<file path="src/rtl/pfd_pkg.sv">
package pfd_pkg;

  // Channel index of each divided clock in the edge detector vector.
  localparam int CH_REF = 0;
  localparam int CH_VCO = 1;
  localparam int NUM_CH = 2;

  // Strobes from the control to the datapath.
  typedef struct packed {
    logic setUp;     // reference edge seen, set pump-up flop
    logic setDn;     // oscillator edge seen, set pump-down flop
    logic clrPhase;  // overlap window complete, clear both flops
    logic flush;     // standby or restart, empty the detector
  } pfdStrobe_t;

endpackage

</file>
<file path="src/rtl/pfd_ctrl.sv">
module pfd_ctrl
  import pfd_pkg::*;
#(
  parameter int AB_SEL_W = 2
) (
  input  logic                clk,
  input  logic                rstN,
  input  logic                refIn,
  input  logic                vcoIn,
  input  logic [AB_SEL_W-1:0] abSel,
  input  logic                standbyEn,
  input  logic                zeroRestart,
  input  logic                bothHigh,
  output pfdStrobe_t          strobe
);

  localparam int MAX_SEL = (1 << AB_SEL_W) - 1;
  localparam int CNT_W   = MAX_SEL + 1;

  logic [NUM_CH-1:0] chIn;
  logic [NUM_CH-1:0] chRise;
  logic              flush;
  logic [CNT_W-1:0]  ovlCnt;
  logic [CNT_W-1:0]  abLast;
  logic              ovlDone;

  assign chIn[CH_REF] = refIn;
  assign chIn[CH_VCO] = vcoIn;

  // One rising-edge detector per divided clock. The history runs in every
  // mode, so an input that is already high on leaving standby gives no edge.
  for (genvar g = 0; g < NUM_CH; g++) begin : g_edge
    logic prevLvl;
    always_ff @(posedge clk or negedge rstN) begin
      if (!rstN) prevLvl <= 1'b0;
      else       prevLvl <= chIn[g];
    end
    assign chRise[g] = chIn[g] & ~prevLvl;
  end

  assign flush   = standbyEn | zeroRestart;
  assign abLast  = (CNT_W'(1) << abSel) - CNT_W'(1);
  assign ovlDone = bothHigh & (ovlCnt == abLast);

  // Count the cycles in which both flops are set.
  always_ff @(posedge clk or negedge rstN) begin
    if (!rstN) begin
      ovlCnt <= '0;
    end else if (flush || !bothHigh || ovlDone) begin
      ovlCnt <= '0;
    end else begin
      ovlCnt <= ovlCnt + CNT_W'(1);
    end
  end

  always_comb begin
    strobe          = '0;
    strobe.flush    = flush;
    strobe.setUp    = chRise[CH_REF] & ~flush;
    strobe.setDn    = chRise[CH_VCO] & ~flush;
    strobe.clrPhase = ovlDone;
  end

endmodule

</file>
<file path="src/rtl/pfd_datapath.sv">
module pfd_datapath
  import pfd_pkg::*;
#(
  parameter int CP_MODE_W = 3
) (
  input  logic                 clk,
  input  logic                 rstN,
  input  pfdStrobe_t           strobe,
  input  logic                 invertPol,
  input  logic                 standbyEn,
  input  logic                 sbDeep,
  input  logic [CP_MODE_W-1:0] cpModeIn,
  output logic                 upOut,
  output logic                 dnOut,
  output logic [CP_MODE_W-1:0] cpModeOut,
  output logic                 bothHigh
);

  logic upQ;
  logic dnQ;
  logic upNext;
  logic dnNext;
  logic upCmd;
  logic dnCmd;

  // A new edge wins over the overlap clear, so phase information that
  // arrives in the clearing cycle is kept. A flush wins over everything.
  always_comb begin
    if (strobe.flush) begin
      upNext = 1'b0;
      dnNext = 1'b0;
    end else begin
      upNext = strobe.setUp | (upQ & ~strobe.clrPhase);
      dnNext = strobe.setDn | (dnQ & ~strobe.clrPhase);
    end
  end

  always_ff @(posedge clk or negedge rstN) begin
    if (!rstN) begin
      upQ <= 1'b0;
      dnQ <= 1'b0;
    end else begin
      upQ <= upNext;
      dnQ <= dnNext;
    end
  end

  always_ff @(posedge clk or negedge rstN) begin
    if (!rstN)                    cpModeOut <= '0;
    else if (standbyEn && sbDeep) cpModeOut <= '0;
    else                          cpModeOut <= cpModeIn;
  end

  assign bothHigh = upQ & dnQ;
  assign upCmd    = invertPol ? dnQ : upQ;
  assign dnCmd    = invertPol ? upQ : dnQ;
  assign upOut    = upCmd & ~standbyEn;
  assign dnOut    = dnCmd & ~standbyEn;

endmodule

</file>
<file path="src/rtl/pfd_core.sv">
module pfd_core
  import pfd_pkg::*;
#(
  parameter int AB_SEL_W  = 2,
  parameter int CP_MODE_W = 3
) (
  input  logic                 clk,
  input  logic                 rstN,
  input  logic                 refIn,
  input  logic                 vcoIn,
  input  logic [AB_SEL_W-1:0]  abSel,
  input  logic                 invertPol,
  input  logic [CP_MODE_W-1:0] cpModeIn,
  input  logic                 standbyEn,
  input  logic                 sbDeep,
  input  logic                 zeroRestart,
  output logic                 upOut,
  output logic                 dnOut,
  output logic [CP_MODE_W-1:0] cpModeOut
);

  pfdStrobe_t strobe;
  logic       bothHigh;

  pfd_ctrl #(.AB_SEL_W(AB_SEL_W)) ctrl_i (
    .clk         (clk),
    .rstN        (rstN),
    .refIn       (refIn),
    .vcoIn       (vcoIn),
    .abSel       (abSel),
    .standbyEn   (standbyEn),
    .zeroRestart (zeroRestart),
    .bothHigh    (bothHigh),
    .strobe      (strobe)
  );

  pfd_datapath #(.CP_MODE_W(CP_MODE_W)) dp_i (
    .clk       (clk),
    .rstN      (rstN),
    .strobe    (strobe),
    .invertPol (invertPol),
    .standbyEn (standbyEn),
    .sbDeep    (sbDeep),
    .cpModeIn  (cpModeIn),
    .upOut     (upOut),
    .dnOut     (dnOut),
    .cpModeOut (cpModeOut),
    .bothHigh  (bothHigh)
  );

endmodule

</file>
<file path="config.mk">
export PLATFORM = sky130hd
export DESIGN_NAME = pfd_core
export DESIGN_NICKNAME = d
export VERILOG_FILES = /design/src/rtl/pfd_pkg.sv /design/src/rtl/pfd_ctrl.sv /design/src/rtl/pfd_datapath.sv /design/src/rtl/pfd_core.sv
export SDC_FILE = /design/constraint.sdc
export NUM_CORES = 1
export LEC_CHECK = 0
export BUFFER_PORTS_ARGS = -buffer_cell sky130_fd_sc_hd__buf_2
export CORE_AREA = 10 10 47 49
export DETAILED_ROUTE_END_ITERATION = 16
export DIE_AREA = 0 0 57 59
export SETUP_SLACK_MARGIN = 0.1
export SYNTH_ARGS = -nofsm -noshare
export SYNTH_HDL_FRONTEND = slang
export SYNTH_SLANG_ARGS = --single-unit
</file>
<file path="constraint.sdc">
create_clock -name clk -period 3.2 [get_ports clk]
set_clock_uncertainty 0.15 [all_clocks]
set_input_delay 0 -clock clk [delete_from_list [all_inputs] [get_ports clk]]
set_output_delay 0 -clock clk [all_outputs]
set_load 0.005 [all_outputs]
</file>
# Word-level counts from Yosys, hierarchy flattened

Cells that the tools add are included.

$add $sub $neg: 2
Multiply operators: 0
Div/mod/pow operators: 0
Magnitude comparators: 0
Equality and inequality tests: 1
Shift-type cells: 1
Mux-type cells: 6
Bitwise logic cells: 18
Reductions and logical operators: 4

Operators with widths:

| operator                                                            | number |
|---|---|
| 1-bit bitwise AND                                                   | 10 |
| 1-bit NOT                                                           | 5 |
| 4-bit by 1-bit adder with 4-bit output (second input constant)      | 1 |
| 4-bit equality test                                                 | 1 |
| 1-bit two-way mux                                                   | 4 |
| 4-bit two-way mux                                                   | 1 |
| 1-bit by 2-bit << shifter with 4-bit output (first input constant)  | 1 |
| 4-bit by 2-bit subtractor with 4-bit output (second input constant) | 1 |
| 3-bit two-way mux                                                   | 1 |
| 1-bit OR                                                            | 3 |
| 1-bit logical OR                                                    | 2 |
| 1-bit logical AND                                                   | 1 |
| 1-bit logical NOT                                                   | 1 |

Bits in registers: 11
Bits in latches: 0
Bits in writable memories: 0
ROM bits: 0
Bits of input ports: 13
Output and inout port bits: 5
Logic and storage cells: 38
Memories: 0

# Longest topological paths before layout

Depth in word-level cells: 8
Depth in mapped cells: 4
Gate-level depth less buffers: 4

# Hierarchy

Synthesis repeated with hierarchy kept, for this count alone.

Cells, all modules: 50
Area total of the unflattened synthesis: 544.3 µm²

Modules (own cells, without submodules):

| module       | instances | cells an instance | area an instance (µm²) | sequential area each (µm²) |
|---|---|---|---|---|
| pfd_ctrl     | 1         | 30                | 332.8                  | 150.1 |
| pfd_datapath | 1         | 20                | 211.5                  | 125.1 |

# Worst setup path before layout

No wires, ideal clock.

Kind: reg-to-reg
Start: reg ctrl_i.ovlCnt[0]
End: reg dp_i.dnQ
Library setup time: 0.124 ns
Arrival time: 1.072 ns
Required time: 2.926 ns
Path slack: 1.853 ns
Cell stages (with the launch flop): 4
Buffers on the path: 0
Clock period less this slack: 1.347 ns
Path through: dfrtp_1 a2111o_1 a211oi_1 nor2_1

Longest elaborated chain between the ends: 6

RTL lines:

| item                   | RTL line           | source |
|---|---|---|
| from (decl)            | pfd_ctrl.sv:23     | `logic [CNT_W-1:0] ovlCnt;` |
| from (signal assigned) | pfd_ctrl.sv:52     | `ovlCnt <= ovlCnt + CNT_W'(1);` |
| 4-bit equality test    | pfd_ctrl.sv:43     | `assign ovlDone = bothHigh & (ovlCnt == abLast);` |
| 1-bit bitwise AND      | pfd_ctrl.sv:43     |  |
| 1-bit NOT              | pfd_datapath.sv:34 | `dnNext = strobe.setDn \| (dnQ & ~strobe.clrPhase);` |
| 1-bit bitwise AND      | pfd_datapath.sv:34 |  |
| 1-bit OR               | pfd_datapath.sv:34 |  |
| 1-bit two-way mux      | pfd_datapath.sv:29 | `if (strobe.flush) begin` |
| named net dp_i.dnNext  | pfd_datapath.sv:22 | `logic dnNext;` |
| to (signal assigned)   | pfd_datapath.sv:44 | `dnQ <= dnNext;` |
| to (decl)              | pfd_datapath.sv:20 | `logic dnQ;` |

The timed path passes the listed nets, and every way through them passes these cells.

# Final worst setup path

Start: in zeroRestart
End: reg dp_i.dnQ

Longest elaborated chain between the ends: 5

RTL lines:

| item                  | RTL line           | source |
|---|---|---|
| from (decl)           | pfd_core.sv:16     | `input logic zeroRestart,` |
| 1-bit OR (*)          | pfd_ctrl.sv:41     | `assign flush = standbyEn \| zeroRestart;` |
| 1-bit NOT             | pfd_ctrl.sv:60     | `strobe.setDn = chRise[CH_VCO] & ~flush;` |
| 1-bit bitwise AND     | pfd_ctrl.sv:60     |  |
| 1-bit OR              | pfd_datapath.sv:34 |  |
| 1-bit two-way mux (*) | pfd_datapath.sv:29 |  |
| named net dp_i.dnNext | pfd_datapath.sv:22 |  |

The timed path passes the listed nets; every way through them passes the cells marked *.

==> run_results.csv <==
group,metric,value,unit
run_status,status,"finished, final reports clean",
sta,fmax,675,MHz
global_routing,grt_use_total,7.12,%
synthesis,synthMuxAreaShare,4.01,%
setup_path,path_max_fanout,2,
placed_design,preCtsSetupSlack,1.78,ns
cts,clock-sinks,11,
placed_design,hpwlAfterDp,853,um
setup_path,crit_path_max_incr_delay,0.58,ns
finish,diodes,0,
sta,period_needed,1.48,ns
cts,clk_path_buf_depth,2,
sta,setup_viol,0,
cts,cts-buffers-inserted,3,
global_routing,grt_pass1_vias,482,
global_routing,antenna_found_initial,0,
drt,wl_per_cell,11.5,um
cts,cts_tree,"yes",
power,ir_drop,0.210,mV
synthesis,avgSynthCellArea,11.1,um^2
placed_design,portBuffers,17,
sta,max-slew-margin-rel,68.0,%
drt,vias,439,
synthesis,synth_top_family_by_area,"simple AND/OR/NAND/NOR gates",
floorplan,dieArea,3360,um^2
worst_hold_path,hold_path.class,"primary input to flop",
power,power.density,359,nW/um^2
setup_path,end_kind,"flop",
global_routing,grt_max_degree,12,
sta,rsz0062_at_grt,"no",
setup_path,cpMaxStageDelayCell,"dlygate4sd3_1",
finish,layout-drive-gt1-share,29.5,%
setup_path,r2r-start,"ctrl_i.ovlCnt[0]$_DFF_PN0_",
finish,final_util,53.6,%
floorplan,core-area,1400,um^2
placed_design,place_area,604,um^2
sta,maxSlewViolCount,0,
synthesis,synth-main-ff-cell,"dfrtp_1",
setup_path,worstPathArrival,1.52,ns
sta,hold_viol_final,0,
synthesis,synth-simple-area-share,19.5,%
setup_path,critPathLaunch,"zeroRestart",
synthesis,netlist_instances,45,
sta,fin_crit_sh,46.3,%
drt,ant_nets,0,
finish,layout.nets,93,
global_routing,grt_pass1_wl,1.93,mm
synthesis,synthXorXnorAreaFrac,3.51,%
finish,areaGrowthSynthToFinish,50.4,%
drt,drtIter0Drc,4,
floorplan,start_util,35.6,%
drt,firstDrtPassIters,4,
synthesis,async_reset_ff_share,100,%
setup_path,crit_path_start_kind,"primary input",
sta,worst_slew_pin_slew,0.478,ns
synthesis,synth_compound_area_share,13.8,%
power,p_leak,0.000362,uW
cts,cts-root-buf,"clkbuf_4",
drt,drc_errors,0,
synthesis,yosysWarnings,0,
synthesis,syn_area,499,um^2
drt,vias_per_cell,4.67,
placed_design,place_congestion,0.649,
setup_path,cp.required,3.24,ns
floorplan,die_h,59,um
synthesis,synth_cell_types,19,
sta,whs,0.0236,ns
flow_run,drv_cap,0,
cts,cts.clk_slew.worst_paths,0.07,ns
drt,drt-total-wl,1.08,mm
setup_path,critPathBufInv,3,
synthesis,synth_fa_ha_area_share,2.51,%
cts,h-tree-depth,1,
synthesis,ys_seq_area_share,55.1,%
floorplan,io_pins,18,
setup_path,path_cells,"dlygate4sd3_1 -> buf_2 -> nor2_1 -> dlygate4sd3_1 -> o21ai_0 -> nor2_1",
setup_path,critical_path.top_delay_family,"buffers and inverters",
floorplan,rows,14,
floorplan,die_width,57,um
synthesis,ys_ff_latch,11,
finish,design_area,751,um^2
global_routing,grt-ovfl-total,0,
setup_path,worst-setup-path-type,"primary input to flop",
synthesis,synth_edf_count,0,
worst_hold_path,hp-start,"standbyEn",
sta,setup_ws,1.72,ns
synthesis,syn_nets,59,
sta,final.setup.tns,0,ns
cts,clock_latency,0.26,ns
cts,cts-resized-gates,0,
final timing paths:
| path | endpoint | slack [ns] | cells past startpoint |
|---|---|---|---|
| min | ctrl_i.ovlCnt[2]$_DFF_PN0_ | 0.02 | 4 |
| max reg2reg | dp_i.upQ$_DFF_PN0_ | 1.77 | 3 |
| max in group asynchronous | dp_i.cpModeOut[0]$_DFF_PN0_ | 1.97 | 3 |
| min reg2reg | ctrl_i.ovlCnt[0]$_DFF_PN0_ | 0.39 | 1 |
| max | dp_i.dnQ$_DFF_PN0_ | 1.72 | 6 |
| min in group asynchronous | dp_i.cpModeOut[2]$_DFF_PN0_ | 0.60 | 3 |
power by group:
part	switching (uW)	total [uW]	internal, uW
clock	41.1	89.1	48.1
combinational	13.1	34.7	21.5
sequential	2.24	146	144
cells by family (layout without fill, tap and decap cells):
family,Yosys count,count (layout)
compound gates,8,8
flops,11,11
simple gates,19,19
mux,2,2
buf+inv,2,35
fa+ha+maj,1,1
xor+xnor,2,2
registers in the layout, summed over array words and instances, names as in the netlist:
name / count
ctrl_i.ovlCnt: 4
dp_i.cpModeOut: 3
dp_i.dnQ: 1
ctrl_i.g_edge.prevLvl: 2
dp_i.upQ: 1
repair_timing:
item	4_1_cts	5_1_grt
buffers inserted	0	0
endpoints found under the hold margin	22	0
hold buffers	12	0
layer usage:
| metal | wire, um | global-route usage [%] | share of wire [%] |
|---|---|---|---|
| met2 | 480 | 11.6 | 44 |
| met1 | 426 | 6.36 | 39 |
| met5 | 0 | 0 | 0 |
| met3 | 171 | 5.79 | 16 |
| met4 | 0 | 3.02 | 0 |
worst min-delay path, cell delays in order:
cell and delay, ns:
buf_2 0.13, nor2_1 0.06, nand3_1 0.14, nor3_1 0.06
layout by cell type (no fill, tap or decap):
cell type,n
a211oi_1,2
clkbuf_4,3
dlygate4sd3_1,12
nand3_1,2
ha_1,1
clkbuf_1,1
and2_1,3
and2_2,1
mux2i_1,2
xnor2_1,2
inv_1,2
a21oi_2,1
nor2_1,6
nor3_1,3
o2111ai_1,1
a2111o_1,1
buf_2,17
o21ai_0,2
nor3b_1,1
nand2_1,1
dfrtp_1,11
o2111ai_2,1
nor2b_1,2
layout make-up:
class / instances / area [um^2]
inverter: 2 / 7.51
clock buffer: 4 / 26.3
timing repair buffer: 29 / 205
sequential: 11 / 275
fill: 138 / 651
multi-input combinational: 32 / 216
tap: 16 / 20.0
cell usage after synthesis (2+ instances only):
library cell	count	area (um^2)
mux2i_1	2	20.0
a211oi_1	2	15.0
inv_1	2	7.51
nand3_1	2	10.0
and2_1	3	18.8
nor3_1	3	15.0
nor2_1	6	22.5
xnor2_1	2	17.5
dfrtp_1	11	275
o21ai_0	2	10.0
nor2b_1	2	12.5
stage by stage:
step	instances	total power [uW]
detailed placement	78	172
global placement	78	171
CTS	94	275
floorplan	45	156
global route	94	287
finish	94	270
Power figures use the tool's default switching activity.
